File: src/rtl/hdlc_rx_pkg.sv
package hdlc_rx_pkg;

   // Default framing and check constants (reflected polynomial form).
   localparam int unsigned      DEF_BYTE_W    = 8;
   localparam int unsigned      DEF_FCS_W     = 16;
   localparam int unsigned      DEF_RUN_STUFF = 5;
   localparam logic [15:0]      DEF_POLY_REV  = 16'h8408;
   localparam logic [15:0]      DEF_PRESET    = 16'hFFFF;
   localparam logic [15:0]      DEF_RESIDUE   = 16'hF0B8;

   // What a decoded bit means for the frame layer.
   typedef enum logic [1:0] {
      LN_BODY  = 2'd0,
      LN_STUFF = 2'd1,
      LN_FLAG  = 2'd2,
      LN_ABORT = 2'd3
   } line_class_e;

endpackage

File: src/rtl/hdlc_line_decode.sv
module hdlc_line_decode #(
   parameter bit   DIFF_CODED = 1'b1,
   parameter logic LINE_INIT  = 1'b0
) (
   input  logic clk,
   input  logic rst_n,
   input  logic bit_en,
   input  logic line_bit,
   output logic dec_bit
);

   generate
      if (DIFF_CODED) begin : g_diff
         logic prev_q;

         always_ff @(posedge clk or negedge rst_n) begin
            if (!rst_n)      prev_q <= LINE_INIT;
            else if (bit_en) prev_q <= line_bit;
         end

         // Unchanged level decodes as one, a transition as zero.
         assign dec_bit = ~(line_bit ^ prev_q);

         assert_prev_tracks_line_R1: assert property (@(posedge clk) disable iff (!rst_n)
            bit_en |=> (prev_q == $past(line_bit)));
      end else begin : g_plain
         logic unused_ok;
         assign unused_ok = ^{clk, rst_n, bit_en};
         assign dec_bit   = line_bit;
      end
   endgenerate

endmodule

File: src/rtl/hdlc_flag_destuff.sv
module hdlc_flag_destuff
   import hdlc_rx_pkg::*;
#(
   parameter int unsigned RUN_STUFF = DEF_RUN_STUFF
) (
   input  logic clk,
   input  logic rst_n,
   input  logic bit_en,
   input  logic dec_bit,
   output logic body_bit,
   output logic body_stb,
   output logic ev_flag,
   output logic ev_abort
);

   localparam int unsigned FLAG_RUN  = RUN_STUFF + 1;
   localparam int unsigned ABORT_RUN = RUN_STUFF + 2;
   localparam int unsigned DELAY     = RUN_STUFF + 2;   // flag length minus its last bit
   localparam int unsigned CNT_W     = $clog2(ABORT_RUN + 1);
   localparam int unsigned FILL_W    = $clog2(DELAY + 1);

   logic [CNT_W-1:0]  ones_q;
   logic              in_frame_q;
   logic [DELAY-1:0]  dly_q;
   logic [FILL_W-1:0] fill_q;
   line_class_e       cls;
   logic              push;

   always_comb begin
      cls = LN_BODY;
      if (!dec_bit && ones_q == CNT_W'(RUN_STUFF))      cls = LN_STUFF;
      else if (!dec_bit && ones_q == CNT_W'(FLAG_RUN))  cls = LN_FLAG;
      else if (dec_bit && ones_q == CNT_W'(FLAG_RUN))   cls = LN_ABORT;
   end

   assign push     = bit_en && in_frame_q && (cls == LN_BODY);
   assign body_stb = push && (fill_q == FILL_W'(DELAY));
   assign body_bit = dly_q[DELAY-1];
   assign ev_flag  = bit_en && (cls == LN_FLAG);
   assign ev_abort = bit_en && in_frame_q && (cls == LN_ABORT);

   always_ff @(posedge clk or negedge rst_n) begin
      if (!rst_n) begin
         ones_q     <= '0;
         in_frame_q <= 1'b0;
         dly_q      <= '0;
         fill_q     <= '0;
      end else if (bit_en) begin
         if (!dec_bit)                         ones_q <= '0;
         else if (ones_q != CNT_W'(ABORT_RUN)) ones_q <= ones_q + CNT_W'(1);

         if (cls == LN_FLAG) begin
            in_frame_q <= 1'b1;
            fill_q     <= '0;
         end else if (cls == LN_ABORT) begin
            in_frame_q <= 1'b0;
            fill_q     <= '0;
         end else if (push) begin
            dly_q <= {dly_q[DELAY-2:0], dec_bit};
            if (fill_q != FILL_W'(DELAY)) fill_q <= fill_q + FILL_W'(1);
         end
      end
   end

   assert_flag_clears_delay_R2: assert property (@(posedge clk) disable iff (!rst_n)
      ev_flag |=> !body_stb);
   assert_abort_quiet_R4: assert property (@(posedge clk) disable iff (!rst_n)
      ev_abort |=> !body_stb);

endmodule

File: src/rtl/hdlc_fcs_check.sv
module hdlc_fcs_check
   import hdlc_rx_pkg::*;
#(
   parameter int unsigned       FCS_W    = DEF_FCS_W,
   parameter logic [FCS_W-1:0]  POLY_REV = DEF_POLY_REV,
   parameter logic [FCS_W-1:0]  PRESET   = DEF_PRESET,
   parameter logic [FCS_W-1:0]  RESIDUE  = DEF_RESIDUE
) (
   input  logic clk,
   input  logic rst_n,
   input  logic clear,
   input  logic bit_stb,
   input  logic bit_in,
   output logic match
);

   logic [FCS_W-1:0] crc_q;
   logic             fb;

   assign fb    = crc_q[0] ^ bit_in;
   assign match = (crc_q == RESIDUE);

   always_ff @(posedge clk or negedge rst_n) begin
      if (!rst_n)       crc_q <= PRESET;
      else if (clear)   crc_q <= PRESET;
      else if (bit_stb) crc_q <= (crc_q >> 1) ^ (fb ? POLY_REV : '0);
   end

   assert_preset_on_flag_R8: assert property (@(posedge clk) disable iff (!rst_n)
      clear |=> (crc_q == PRESET));

endmodule

File: src/rtl/hdlc_byte_holdback.sv
module hdlc_byte_holdback #(
   parameter int unsigned BYTE_W     = 8,
   parameter int unsigned HOLD_BYTES = 2,
   parameter int unsigned MIN_BYTES  = 3
) (
   input  logic              clk,
   input  logic              rst_n,
   input  logic              body_bit,
   input  logic              body_stb,
   input  logic              ev_flag,
   input  logic              ev_abort,
   input  logic              fcs_match,
   output logic [BYTE_W-1:0] out_byte,
   output logic              out_valid,
   output logic              out_sof,
   output logic              out_eof,
   output logic              out_good,
   output logic              out_bad
);

   localparam int unsigned POS_W = $clog2(BYTE_W);
   localparam int unsigned NB_W  = $clog2(MIN_BYTES + 1);
   localparam int unsigned HC_W  = $clog2(HOLD_BYTES + 1);

   logic [BYTE_W-1:0] asm_q;
   logic [POS_W-1:0]  pos_q;
   logic [NB_W-1:0]   nbytes_q;
   logic [HC_W-1:0]   hcnt_q;
   logic              sof_pend_q;
   logic [BYTE_W-1:0] hold_w [HOLD_BYTES];
   logic [BYTE_W-1:0] new_byte;
   logic              byte_done, hold_full, has_data, frame_ok, frame_end;

   assign new_byte  = {body_bit, asm_q[BYTE_W-1:1]};
   assign byte_done = body_stb && (pos_q == POS_W'(BYTE_W - 1));
   assign hold_full = (hcnt_q == HC_W'(HOLD_BYTES));
   assign has_data  = (nbytes_q != '0) || (pos_q != '0);
   assign frame_ok  = (pos_q == '0) && (nbytes_q == NB_W'(MIN_BYTES)) && fcs_match;
   assign frame_end = ev_flag || ev_abort;

   // One register per holdback slot; a full buffer shifts toward slot 0.
   generate
      for (genvar i = 0; i < HOLD_BYTES; i++) begin : g_slot
         logic [BYTE_W-1:0] slot_q;
         logic [BYTE_W-1:0] slot_in;
         if (i == HOLD_BYTES - 1) begin : g_tail
            assign slot_in = new_byte;
         end else begin : g_mid
            assign slot_in = hold_full ? hold_w[i+1] : new_byte;
         end
         always_ff @(posedge clk or negedge rst_n) begin
            if (!rst_n) slot_q <= '0;
            else if (byte_done && !frame_end && (hold_full || hcnt_q == HC_W'(i)))
               slot_q <= slot_in;
         end
         assign hold_w[i] = slot_q;
      end
   endgenerate

   always_ff @(posedge clk or negedge rst_n) begin
      if (!rst_n) begin
         asm_q      <= '0;
         pos_q      <= '0;
         nbytes_q   <= '0;
         hcnt_q     <= '0;
         sof_pend_q <= 1'b1;
         out_byte   <= '0;
         out_valid  <= 1'b0;
         out_sof    <= 1'b0;
         out_eof    <= 1'b0;
         out_good   <= 1'b0;
         out_bad    <= 1'b0;
      end else begin
         out_valid <= 1'b0;
         out_sof   <= 1'b0;
         out_eof   <= 1'b0;
         out_good  <= 1'b0;
         out_bad   <= 1'b0;
         if (frame_end) begin
            if (has_data) begin
               out_eof  <= 1'b1;
               out_good <= ev_flag && frame_ok;
               out_bad  <= !(ev_flag && frame_ok);
            end
            pos_q      <= '0;
            nbytes_q   <= '0;
            hcnt_q     <= '0;
            sof_pend_q <= 1'b1;
         end else if (body_stb) begin
            asm_q <= new_byte;
            pos_q <= byte_done ? '0 : pos_q + POS_W'(1);
            if (byte_done) begin
               if (nbytes_q != NB_W'(MIN_BYTES)) nbytes_q <= nbytes_q + NB_W'(1);
               if (hold_full) begin
                  out_byte   <= hold_w[0];
                  out_valid  <= 1'b1;
                  out_sof    <= sof_pend_q;
                  sof_pend_q <= 1'b0;
               end else begin
                  hcnt_q <= hcnt_q + HC_W'(1);
               end
            end
         end
      end
   end

   assert_hold_bound_R6: assert property (@(posedge clk) disable iff (!rst_n)
      hcnt_q <= HC_W'(HOLD_BYTES));
   assert_byte_after_bit_R5: assert property (@(posedge clk) disable iff (!rst_n)
      out_valid |-> $past(body_stb));
   assert_sof_with_byte_R7: assert property (@(posedge clk) disable iff (!rst_n)
      out_sof |-> out_valid);
   assert_eof_alone_R11: assert property (@(posedge clk) disable iff (!rst_n)
      out_eof |-> (!out_valid && $countones({out_good, out_bad}) == 1));
   assert_verdict_needs_eof_R11: assert property (@(posedge clk) disable iff (!rst_n)
      (out_good || out_bad) |-> out_eof);
   assert_good_needs_flag_R8: assert property (@(posedge clk) disable iff (!rst_n)
      out_good |-> $past(ev_flag));

endmodule

File: src/rtl/hdlc_rx_deframer.sv
module hdlc_rx_deframer
   import hdlc_rx_pkg::*;
#(
   parameter int unsigned      BYTE_W       = DEF_BYTE_W,
   parameter int unsigned      FCS_W        = DEF_FCS_W,
   parameter int unsigned      RUN_STUFF    = DEF_RUN_STUFF,
   parameter int unsigned      MIN_PAYLOAD  = 1,
   parameter bit               DIFF_CODED   = 1'b1,
   parameter logic             LINE_INIT    = 1'b0,
   parameter logic [FCS_W-1:0] POLY_REV     = DEF_POLY_REV,
   parameter logic [FCS_W-1:0] PRESET       = DEF_PRESET,
   parameter logic [FCS_W-1:0] RESIDUE      = DEF_RESIDUE
) (
   input  logic              clk,
   input  logic              rst_n,
   input  logic              bit_en,
   input  logic              line_bit,
   output logic [BYTE_W-1:0] out_byte,
   output logic              out_valid,
   output logic              out_sof,
   output logic              out_eof,
   output logic              out_good,
   output logic              out_bad
);

   localparam int unsigned HOLD_BYTES = FCS_W / BYTE_W;
   localparam int unsigned MIN_BYTES  = MIN_PAYLOAD + HOLD_BYTES;

   generate
      if (FCS_W % BYTE_W != 0) begin : g_err_fcs
         $error("FCS_W must be a whole number of bytes");
      end
      if (BYTE_W < 2) begin : g_err_byte
         $error("BYTE_W must be at least 2");
      end
      if (RUN_STUFF < 2) begin : g_err_run
         $error("RUN_STUFF must be at least 2");
      end
      if (MIN_PAYLOAD < 1) begin : g_err_min
         $error("MIN_PAYLOAD must be at least 1");
      end
   endgenerate

   logic dec_bit, body_bit, body_stb, ev_flag, ev_abort, fcs_match;

   hdlc_line_decode #(.DIFF_CODED(DIFF_CODED), .LINE_INIT(LINE_INIT)) u_decode (
      .clk(clk), .rst_n(rst_n), .bit_en(bit_en), .line_bit(line_bit), .dec_bit(dec_bit)
   );

   hdlc_flag_destuff #(.RUN_STUFF(RUN_STUFF)) u_destuff (
      .clk(clk), .rst_n(rst_n), .bit_en(bit_en), .dec_bit(dec_bit),
      .body_bit(body_bit), .body_stb(body_stb), .ev_flag(ev_flag), .ev_abort(ev_abort)
   );

   hdlc_fcs_check #(.FCS_W(FCS_W), .POLY_REV(POLY_REV), .PRESET(PRESET), .RESIDUE(RESIDUE)) u_fcs (
      .clk(clk), .rst_n(rst_n), .clear(ev_flag || ev_abort), .bit_stb(body_stb),
      .bit_in(body_bit), .match(fcs_match)
   );

   hdlc_byte_holdback #(.BYTE_W(BYTE_W), .HOLD_BYTES(HOLD_BYTES), .MIN_BYTES(MIN_BYTES)) u_hold (
      .clk(clk), .rst_n(rst_n), .body_bit(body_bit), .body_stb(body_stb),
      .ev_flag(ev_flag), .ev_abort(ev_abort), .fcs_match(fcs_match),
      .out_byte(out_byte), .out_valid(out_valid), .out_sof(out_sof),
      .out_eof(out_eof), .out_good(out_good), .out_bad(out_bad)
   );

endmodule

File: config.mk
export PLATFORM = sky130hd
export DESIGN_NAME = hdlc_rx_deframer
export DESIGN_NICKNAME = d
export VERILOG_FILES = /design/src/rtl/hdlc_rx_pkg.sv /design/src/rtl/hdlc_line_decode.sv /design/src/rtl/hdlc_flag_destuff.sv /design/src/rtl/hdlc_fcs_check.sv /design/src/rtl/hdlc_byte_holdback.sv /design/src/rtl/hdlc_rx_deframer.sv
export SDC_FILE = /design/constraint.sdc
export NUM_CORES = 1
export LEC_CHECK = 0
export ABC_AREA = 1
export CORE_MARGIN = 1
export CORE_UTILIZATION = 57
export CTS_BUF_LIST = sky130_fd_sc_hd__clkbuf_16
export DETAILED_ROUTE_END_ITERATION = 16
export DONT_BUFFER_PORTS = 1
export GPL_TIMING_DRIVEN = 0
export PLACE_DENSITY = 0.85
export SYNTH_ARGS = -nofsm -noshare
export SYNTH_HDL_FRONTEND = slang
export SYNTH_SLANG_ARGS = --single-unit
File: constraint.sdc
create_clock -name clk -period 1.5 [get_ports clk]
set_input_delay 0.225 -clock clk [delete_from_list [all_inputs] [get_ports clk]]
set_output_delay 0.225 -clock clk [all_outputs]
set_load 0.01 [all_outputs]
Word-level counts from Yosys, hierarchy flattened
Cells that the tools add are included.
{"block": "classes", "n_reduce_logical": 43, "mux": 44, "eq_ne": 14, "n_addsub": 5, "bitwise_logic": 7}
{"op": "two-way mux 16 bit", "count": 3}
{"op": "two-way mux 3 bit", "count": 9}
{"op": "two-way mux 2 bit", "count": 11}
{"op": "two-way mux 1 bit", "count": 20}
{"op": "== test 16 bit (second input constant)", "count": 1}
{"op": "bitwise XOR 15 x 16 -> 16 bit", "count": 1}
{"op": "logical AND 1 bit", "count": 15}
{"op": "nonzero test 2 bit", "count": 7}
{"op": "== test 3 bit (second input constant)", "count": 4}
{"op": "AND reduction 3 bit", "count": 4}
{"op": "adder 3 x 1 -> 3 bit (second input constant)", "count": 3}
{"op": "nonzero test 3 bit", "count": 3}
{"op": "== test 2 bit (second input constant)", "count": 4}
{"op": "two-way mux 8 bit", "count": 1}
{"op": "AND reduction 4 bit", "count": 2}
{"op": "!= test 3 bit (second input constant)", "count": 2}
{"op": "AND reduction 2 bit", "count": 3}
{"op": "adder 2 x 1 -> 2 bit (second input constant)", "count": 2}
{"op": "zero test 2 bit", "count": 2}
{"op": "logical OR 1 bit", "count": 4}
{"op": "!= test 2 bit (second input constant)", "count": 2}
{"op": "inverter 1 bit", "count": 4}
{"op": "zero test 3 bit", "count": 1}
{"op": "== test 2 x 1 -> 1 bit (second input constant)", "count": 1}
{"op": "other kinds (2)", "count": 4}
{"block": "word_totals", "inputBits": 4, "out_inout_bits": 13, "word_cells": 132, "reg_bits": 76}

Logic depth before layout (Yosys ltp)
Gate-level depths: netlist (run 1).
{"block": "logic_depth", "ltp_word": 13, "mapped_depth": 11, "depth_no_buf": 11}

Modules after synthesis
Synthesis (run 1) repeated with hierarchy kept, for this count alone.
{"block": "unflattened", "cells_unflattened": 406, "hier_area_um2": 3634.7}
{"mod": "hdlc_byte_holdback", "seq_area_each_um2": 1102.3, "n_inst": 1, "cells_per_inst": 233, "area_each_um2": 2011.9}
{"mod": "hdlc_fcs_check", "seq_area_each_um2": 420.4, "n_inst": 1, "cells_per_inst": 79, "area_each_um2": 794.5}
{"mod": "hdlc_flag_destuff", "seq_area_each_um2": 350.3, "n_inst": 1, "cells_per_inst": 81, "area_each_um2": 758.2}
{"mod": "hdlc_line_decode", "seq_area_each_um2": 25.0, "n_inst": 1, "cells_per_inst": 10, "area_each_um2": 58.8}
{"mod": "hdlc_rx_deframer", "seq_area_each_um2": 0.0, "n_inst": 1, "cells_per_inst": 3, "area_each_um2": 11.3}

Worst setup path before layout (run 1)
Ideal clock, no wire load.
{"block": "synth_timing", "kind": "register to register", "startpoint": "register u_destuff.ones_q[0]", "endpoint": "register u_hold.out_byte[6]", "path_stages_with_launch": 12, "path_slack_ps": -154, "synth_period_minus_slack_ps": 1654, "n_path_buf": 1, "required_ps": 1382, "setup_ps": 118, "arrival_ps": 1537, "cell_sequence": "dfrtp_1 inv_1 ha_1 nand2_1 inv_1 nor2_4 nand4_4 nor2_4 inv_2 buf_6 nand2_1 o21ai_2"}
{"block": "synth_via", "elab_chain_len": 10, "elab_cells_between_ends": 19, "cone_classes": "eq/ne: 4; mux: 3; bitwise: 1; reduce/logical: 11"}
{"element": "start: declaration", "line": "hdlc_flag_destuff.sv:22", "source": "logic [CNT_W-1:0] ones_q;"}
{"element": "start signal: assignment", "line": "hdlc_flag_destuff.sv:50", "source": "else if (ones_q != CNT_W'(ABORT_RUN)) ones_q <= ones_q + CNT_W'(1);"}
{"element": "== test 3 bit", "line": "hdlc_flag_destuff.sv:32, hdlc_flag_destuff.sv:33"}
{"element": "logical AND 1 bit", "line": "hdlc_flag_destuff.sv:33", "source": "else if (dec_bit && ones_q == CNT_W'(FLAG_RUN)) cls = LN_ABORT;"}
{"element": "two-way mux 2 bit", "line": "hdlc_flag_destuff.sv:33"}
{"element": "two-way mux 2 bit", "line": "hdlc_flag_destuff.sv:32", "source": "else if (!dec_bit && ones_q == CNT_W'(FLAG_RUN)) cls = LN_FLAG;"}
{"element": "two-way mux 2 bit (*)", "line": "hdlc_flag_destuff.sv:31", "source": "if (!dec_bit && ones_q == CNT_W'(RUN_STUFF)) cls = LN_STUFF;"}
{"element": "== test 2 bit (tied with other cells)", "line": "hdlc_flag_destuff.sv:39", "source": "assign ev_flag = bit_en && (cls == LN_FLAG);"}
{"element": "logical AND 1 bit, on equally long branches", "line": "hdlc_flag_destuff.sv:39, hdlc_flag_destuff.sv:36, hdlc_flag_destuff.sv:40"}
{"element": "logical OR 1 bit or logical AND 1 bit (tied branches)", "line": "hdlc_byte_holdback.sv:39, hdlc_flag_destuff.sv:37"}
{"element": "inverter 1 bit (no source line) or logical AND 1 bit (tied branches)"}
{"element": "AND reduction 4 bit (no source line) (*)"}
{"element": "end signal: assignment", "line": "hdlc_byte_holdback.sv:95", "source": "out_byte <= hold_w[0];"}
{"element": "end: declaration", "line": "hdlc_byte_holdback.sv:13", "source": "output logic [BYTE_W-1:0] out_byte,"}
Mark *: on every way between the ends. The rest lies on a longest branch, timed or not.
A chain may end at the register's enable or synchronous reset.

Final worst setup path (run 1)
{"block": "layout_timing", "startpoint": "register u_destuff.ones_q[1]", "endpoint": "register u_hold.hcnt_q[0]"}
{"block": "layout_via", "elab_chain_len": 11, "elab_cells_between_ends": 22, "cone_classes": "eq/ne: 5; mux: 4; reduce/logical: 13"}
{"element": "== test 3 bit", "line": "hdlc_flag_destuff.sv:32, hdlc_flag_destuff.sv:33"}
{"element": "logical AND 1 bit", "line": "hdlc_flag_destuff.sv:33"}
{"element": "two-way mux 2 bit", "line": "hdlc_flag_destuff.sv:33"}
{"element": "two-way mux 2 bit", "line": "hdlc_flag_destuff.sv:32"}
{"element": "two-way mux 2 bit (*)", "line": "hdlc_flag_destuff.sv:31"}
{"element": "zero test 2 bit", "line": "hdlc_flag_destuff.sv:36", "source": "assign push = bit_en && in_frame_q && (cls == LN_BODY);"}
{"element": "logical AND 1 bit", "line": "hdlc_flag_destuff.sv:36"}
{"element": "logical AND 1 bit", "line": "hdlc_flag_destuff.sv:37", "source": "assign body_stb = push && (fill_q == FILL_W'(DELAY));"}
{"element": "logical AND 1 bit", "line": "hdlc_byte_holdback.sv:35", "source": "assign byte_done = body_stb && (pos_q == POS_W'(BYTE_W - 1));"}
{"element": "nonzero test 2 bit (no source line)"}
{"element": "AND reduction 3 bit (no source line)"}
{"element": "end signal: assignment", "line": "hdlc_byte_holdback.sv:100", "source": "hcnt_q <= hcnt_q + HC_W'(1);"}
{"element": "end: declaration", "line": "hdlc_byte_holdback.sv:28", "source": "logic [HC_W-1:0] hcnt_q;"}
Marks and branches as above.

==> impl_metrics.env, run 1 <==
export IMPL_clk_latency_ns=0.35
export IMPL_ys_seq_area_share_pct=55.1
export IMPL_crit_required_ns=1.73
export IMPL_layout_setup_ws_ns=-0.410
export IMPL_p_int_w=0.00426
export IMPL_vdd_ir_drop_max_mv=1.07
export IMPL_path_buf_inv=4
export IMPL_syn_area_per_cell_sq_um=9.57
export IMPL_worst_path_max_delay_cell="dfrtp_1"
export IMPL_r2r_start="u_destuff.ones_q[1]"
export IMPL_stdcell_area_sq_mm=0.00477
export IMPL_slew_viol_final=0
export IMPL_powerDensity_mw_per_mm2=1270
export IMPL_die_w_um=79.8
export IMPL_ys_ff_latch=75
export IMPL_hold_viol=75
export IMPL_gp_congestion=0.793
export IMPL_min_path_type="in2async"
export IMPL_fin_crit_sh_pct=127
export IMPL_fin_skew_ns=0.0211
export IMPL_fmax_ghz=0.524
export IMPL_synthAdderAreaFrac_pct=4.72
export IMPL_path_clk_slew_ns=0.08
export IMPL_critPathMaxFanout=5
export IMPL_endpoint_kind="flip-flop"
export IMPL_synthMuxAreaShare_pct=1.63
export IMPL_initial_core_util_pct=60.7
export IMPL_combPwrFrac_pct=17.3
export IMPL_rrSetupSlack_ns=-0.41
export IMPL_nets=429
export IMPL_whs_ns=-0.443
export IMPL_power_switching_w=0.00178
export IMPL_rsz0062_at_grt="yes"
export IMPL_worstPathArrival_ns=2.14
export IMPL_ant_nets=0
export IMPL_path_class="reg2reg"
export IMPL_crit_chain="inv_2 -> ha_4 -> nand2_4 -> inv_2 -> nand3_4 -> nand4_4 -> buf_4 -> buf_6 -> nand3_4 -> nand2_2 -> nand2_2 -> nand2_1"
export IMPL_grt_ovfl_total=0
export IMPL_grt_max_degree=76
export IMPL_setup_viol=74
export IMPL_fill_cells=223
export IMPL_fin_util_pct=84.0
export IMPL_synth_compound_area_share_pct=12.3
export IMPL_slowest_delay_ns=0.45
export IMPL_async_reset_ff_share_pct=100
export IMPL_track_usage_pct=29.5
export IMPL_rr_worst_depth=12
export IMPL_tns_ns=-23.25
export IMPL_avgViaCountPerCell=6.57
export IMPL_diodes=0
export IMPL_antenna_found_initial=1
export IMPL_outcome="finished, violations left"
export IMPL_root_buffer="clkbuf_16"
export IMPL_synth_edf_count=0
export IMPL_yosysUniqueCellTypes=32
export IMPL_drt_iter0_drc=490
export IMPL_core_sq_mm=0.00568
export IMPL_fp_dieArea_sq_mm=0.00636
export IMPL_relSlewSlack_pct=67.2
export IMPL_finalPower_w=0.00605
export IMPL_row_count=27
export IMPL_first_global_vias=2851
export IMPL_post_synth_instance_area_sq_mm=0.00345
export IMPL_worst_slew_pin_slew_ns=0.489
export IMPL_yosys_area_share_simple_pct=17.9
export IMPL_num_vias=3212
export IMPL_drcViolationCount=0
export IMPL_synth_xor_area_share_pct=0.763
export IMPL_die_h_um=79.8
export IMPL_leakage_nw=2.30
export IMPL_dp_slack_ns=-0.364
export IMPL_drt_wl_total_mm=12.2
export IMPL_syn_inst=360
export IMPL_wire_per_inst_um=25.0
export IMPL_firstDrtPassIters=5
export IMPL_dp_hpwl_mm=4.12
export IMPL_syn_num_nets=377
export IMPL_switching_share_pct=29.5
export IMPL_p_seq_share_pct=40.3
export IMPL_start_kind="flip-flop"
export IMPL_reg2reg_to="u_hold.hcnt_q[0]"
export IMPL_grt_pass1_wl_mm=13.6
export IMPL_synth_top_family_by_area="simple AND/OR/NAND/NOR gates"
export IMPL_ys_warn_count=0
export IMPL_ios=17
export IMPL_synth_ff_type="dfrtp_1"
export IMPL_htree_levels=3
export IMPL_mostFrequentLayoutCells="nand2_1, dfrtp_1, inv_1"
export IMPL_clock_sinks=75
export IMPL_clock_path_buffers=2
export IMPL_syn2layout_area_growth_pct=38.3
export IMPL_clockPowerShare_pct=42.5
export IMPL_finalWorstPathRequiredPeriod_ns=1.91
export IMPL_violations="hold timing, setup timing"
export IMPL_port_buffers=0
export IMPL_crit_family="simple AND/OR/NAND/NOR gates"
export IMPL_drive_above_1_share_pct=46.8
export IMPL_placed_cell_area_sq_mm=0.00355
export IMPL_cts_tree="yes"
export IMPL_cts_made_buffers=9
export IMPL_maxCapViolCount=0
==> kinds of logic (layout without fill, tap and decap cells) <==
| family | after synthesis | in the layout |
|---|---|---|
| AOI/OAI and AO/OA | 62 | 62 |
| xor gates and xnor gates | 3 | 3 |
| adders and majority gates | 13 | 13 |
| buffers and inverters | 62 | 118 |
| DFF | 75 | 75 |
| muxes | 5 | 5 |
| and+or+nand+nor | 140 | 141 |
==> timing repair <==
action | in CTS | in global routing
pin swaps | 12 | 20
endpoints found under the setup margin | 69 | 73
buffers inserted | 19 | 19
endpoints found under the hold margin | 75 | 76
cloned | 2 | 3
resized for setup | 50 | 118
==> worst max-delay path by stage <==
stage	start	depth (start not counted)	slack, ns	endpoint
finish	u_destuff.ones_q[1]	12	-0.41	u_hold.hcnt_q[0]
detailed placement	u_destuff.ones_q[0]	9	-0.36	u_fcs.crc_q[15]
floorplan	u_destuff.ones_q[0]	11	-0.11	u_hold.out_byte[6]
global placement	u_destuff.ones_q[0]	10	-0.27	u_fcs.crc_q[10]
CTS	u_destuff.ones_q[0]	11	-0.19	u_hold.asm_q[7]
global route	u_destuff.ones_q[1]	11	-0.46	u_hold.out_byte[3]
==> cells in the mapped netlist (all sizes together) (4+ instances only) <==
| library cell | count | share of area, % |
|---|---|---|
| a21oi | 4 | 0.69 |
| a22oi | 13 | 4.3 |
| buf | 5 | 1.4 |
| dfrtp | 58 | 42 |
| dfstp | 17 | 13 |
| ha | 13 | 4.7 |
| inv | 54 | 5.9 |
| mux2 | 5 | 1.6 |
| nand2 | 94 | 10 |
| nand3 | 12 | 2.0 |
| nand4 | 4 | 1.2 |
| nor2 | 26 | 3.6 |
| o21ai | 41 | 6.5 |
==> registers in the layout (all words and copies together) (netlist names) <==
name and count:
u_fcs.crc_q 16, u_hold.g_slot.slot_q 16, u_hold.out_byte 8, u_destuff.dly_q 7, u_hold.asm_q 7, u_destuff.fill_q 3, u_destuff.ones_q 3, u_hold.pos_q 3
u_hold.hcnt_q 2, u_hold.nbytes_q 2, u_decode.g_diff.prev_q 1, u_destuff.in_frame_q 1, u_hold.out_bad 1, u_hold.out_eof 1, u_hold.out_good 1, u_hold.out_sof 1
u_hold.out_valid 1, u_hold.sof_pend_q 1
==> layout make-up <==
cell class / count / area (sq um) / area share, %
Tap cell: 72 / 90.1 / 1.89
Inverter: 54 / 223 / 4.67
Buffer: 7 / 88.8 / 1.86
Clock inverter: 7 / 116 / 2.44
Sequential cell: 75 / 1900 / 39.9
Timing Repair Buffer: 41 / 403 / 8.45
Clock buffer: 9 / 225 / 4.73
Multi-Input combinational cell: 224 / 1720 / 36.1
==> per-stage QoR <==
| stage | cells | hold slack, ns |
|---|---|---|
| 6_report | 489 | -0.443 |
| 5_1_grt | 489 | -0.447 |
| 4_1_cts | 468 | -0.421 |
| 3_5_place_dp | 432 | -0.0692 |
| 3_3_place_gp | 432 | -0.0692 |
| 2_1_floorplan | 360 | -0.0706 |
==> per-layer routing <==
layer  up-vias  wire [um]  GRT usage, %
met3       146       1510          7.77
met4         2       1160          21.8
li1       1262          -             -
met1      1485       4090          32.6
met5         -         12             0
met2       317       5470          48.6
==> power groups by stage <==
stage / registers, W / logic, W / clock network (W)
after floorplan: 0.00236 / 0.000463 / 0
after global placement: 0.00239 / 0.000527 / 0
after detailed placement: 0.00240 / 0.000574 / 0
after CTS: 0.00238 / 0.000668 / 0.00246
after global routing: 0.00244 / 0.00111 / 0.00266
final: 0.00243 / 0.00104 / 0.00257
==> worst reg2reg max path, cell delays in order, from the launching register on <==
cell and delay (ns):
dfrtp_1 0.45, inv_2 0.10, ha_4 0.21, nand2_4 0.07
inv_2 0.05, nand3_4 0.10, nand4_4 0.19, buf_4 0.20
buf_6 0.11, nand3_4 0.07, nand2_2 0.08, nand2_2 0.09
nand2_1 0.08
Power figures use the tool's default switching activity.
==> run 2: changes to the inputs <==
Settings changed: CORE_ASPECT_RATIO set to 1.4.
==> run 2 against run 1 <==
  * Count of clock-buffer cells in the layout unchanged
  * Combinational power hardly changed
  * Critical endpoint is now u_hold.out_byte[4]
  * Setup slack better by 0.12 ns
  * Final area decreased by 0.21%
  * The flow still finishes with violations (hold timing, setup timing)
  * Cell count fell by 0.61%
  * Maximum frequency up 6.9%
  * First-iteration DRC count is 32% lower
==> impl_metrics.env, run 2 (synthesis gave the netlist of run 1 again) <==
export IMPL_core_sq_mm=0.00586
export IMPL_antenna_found_initial=0
export IMPL_multiInputGateArea_sq_mm=0.00167
export IMPL_worst_slew_pin_slew_ns=0.461
export IMPL_clockPowerShare_pct=41.8
export IMPL_whs_ns=-0.429
export IMPL_leakage_nw=2.30
export IMPL_layout_commonest_cell="nand2_1"
export IMPL_drt_iter0_drc=333
export IMPL_mostFrequentLayoutCells="nand2_1, dfrtp_1, inv_1"
export IMPL_maxCapViolCount=0
export IMPL_drt_wl_total_mm=10.0
export IMPL_nets=428
export IMPL_biggestRegsByFlops="u_fcs.crc_q: 16 flops, u_hold.g_slot.slot_q: 16 flops, u_hold.out_byte: 8 flops"
export IMPL_dp_hpwl_mm=4.38
export IMPL_switching_share_pct=27.6
export IMPL_num_vias=2914
export IMPL_hold_viol=75
export IMPL_p_int_w=0.00430
export IMPL_finalWorstPathRequiredPeriod_ns=1.79
export IMPL_cts_made_buffers=9
export IMPL_slowest_delay_ns=0.41
export IMPL_worst_path_max_delay_cell="dfrtp_1"
export IMPL_setup_viol=68
export IMPL_ios=17
export IMPL_fmax_ghz=0.560
export IMPL_min_path_type="in2async"
export IMPL_fin_skew_ns=0.00684
export IMPL_start_kind="flip-flop"
export IMPL_finalPower_w=0.00594
export IMPL_ff_latch_area_sq_mm=0.00190
export IMPL_crit_chain="ha_1 -> ha_2 -> nand4_4 -> buf_4 -> nor2_4 -> inv_4 -> buf_12 -> nand2_4 -> o21ai_2"
export IMPL_path_clk_slew_ns=0.06
export IMPL_grt_pass1_wl_mm=14.1
export IMPL_endpoint_kind="flip-flop"
export IMPL_outcome="finished, violations left"
export IMPL_track_usage_pct=31.3
export IMPL_placed_cells=430
export IMPL_layout_setup_ws_ns=-0.287
export IMPL_power_switching_w=0.00164
export IMPL_syn2layout_area_growth_pct=38.0
export IMPL_p_seq_share_pct=40.9
export IMPL_vdd_ir_drop_max_mv=1.28
export IMPL_worstPathArrival_ns=2.02
export IMPL_stdcell_area_sq_mm=0.00476
export IMPL_violations="hold timing, setup timing"
export IMPL_grt_max_degree=76
export IMPL_clock_sinks=75
export IMPL_placed_cell_area_sq_mm=0.00354
export IMPL_diodes=0
export IMPL_grt_ovfl_total=0
export IMPL_gp_congestion=0.807
export IMPL_firstDrtPassIters=5
export IMPL_wire_per_inst_um=20.6
export IMPL_drcViolationCount=0
export IMPL_path_class="reg2reg"
export IMPL_rsz0062_at_grt="yes"
export IMPL_critPathMaxFanout=4
export IMPL_relSlewSlack_pct=69.0
export IMPL_clock_path_buffers=2
export IMPL_combPwrFrac_pct=17.2
export IMPL_initial_core_util_pct=58.8
export IMPL_slew_viol_final=0
export IMPL_first_global_vias=3005
export IMPL_port_buffers=0
export IMPL_htree_levels=3
export IMPL_row_count=33
export IMPL_root_buffer="clkbuf_16"
export IMPL_fp_dieArea_sq_mm=0.00636
export IMPL_fin_crit_sh_pct=119
export IMPL_fin_cells=486
export IMPL_powerDensity_mw_per_mm2=1250
export IMPL_clk_latency_ns=0.34
export IMPL_ant_nets=0
export IMPL_die_w_um=67.7
export IMPL_ctsHoldBuffers=1
export IMPL_cts_tree="yes"
export IMPL_drive_above_1_share_pct=44.2
export IMPL_fill_cells=268
export IMPL_die_h_um=94.0
export IMPL_crit_required_ns=1.73
export IMPL_avgViaCountPerCell=6.00
==> run 2: changes by cell type in the layout (fill, tap and decap cells not counted), moves of 3 or more <==
| cell | previous run | this run |
|---|---|---|
| o21ai_0 | 10 | 14 |
| buf_6 | 17 | 14 |
| nand2_4 | 11 | 8 |
| nand2_2 | 24 | 15 |
| o21ai_1 | 9 | 6 |
| nand2_1 | 57 | 69 |
==> run 2: metrics by stage <==
step	setup slack (ns)	util (%)	setup TNS [ns]	hold WS, ns
6_report	-0.287	81.1	-13.57	-0.429
5_1_grt	-0.351	81.1	-17.99	-0.438
4_1_cts	-0.189	75.8	-6.80	-0.421
3_5_place_dp	-0.374	60.5	-16.09	-0.0691
3_3_place_gp	-0.285	60.5	-12.09	-0.0688
2_1_floorplan	-0.113	-	-2.12	-0.0706
==> run 2: worst paths after layout <==
check                      slack [ns]                      to  depth (start not counted)                start
hold reg to reg                  0.49          u_fcs.crc_q[6]                          2       u_fcs.crc_q[6]
setup reg to reg                -0.29      u_hold.out_byte[4]                          9  u_destuff.fill_q[0]
max in group asynchronous        1.71         u_fcs.crc_q[15]                          0                rst_n
setup / recovery                -0.29      u_hold.out_byte[4]                          9  u_destuff.fill_q[0]
hold / removal                  -0.43      u_hold.nbytes_q[0]                          0                rst_n
min in group clk                 0.05  u_decode.g_diff.prev_q                          2               bit_en
==> run 2: timing repair <==
action,4_1_cts,5_1_grt
pin swaps,16,12
setup buffers,26,11
gates resized for setup,85,58
endpoints found under the setup margin,69,72
hold endpoints to repair,76,75
cloned,4,1
==> run 2: metal layers <==
metal | track usage, % | part of all wire, %
met2 | 54.0 | 56
met5 | 0 | 0
met3 | 8.62 | 4.8
met1 | 31.6 | 35
met4 | 20.6 | 4.7
==> run 2: critical path: cells and delay by family, from the launching register on <==
family / cells / cell delay (ns)
compound gates: 1 / 0.05
flops: 1 / 0.41
simple gates: 3 / 0.33
buf+inv: 3 / 0.39
fa+ha+maj: 2 / 0.49
==> run 2: cell type report <==
type                            count  area share (%)
Sequential cell                    75            40.0
Multi-Input combinational cell    223            35.0
Timing Repair Buffer               41            9.31
Inverter                           54            4.89
Clock buffer                        9            4.74
Clock inverter                      7            2.42
Tap cell                           70            1.84
Buffer                              7            1.82
==> run 2: power by group through the flow <==
stage	registers, W	clock network (W)	logic, W
floorplan	0.00236	0	0.000463
global placement	0.00238	0	0.000521
detailed placement	0.00240	0	0.000575
CTS	0.00237	0.00246	0.000804
global route	0.00244	0.00259	0.00109
finish	0.00243	0.00248	0.00102
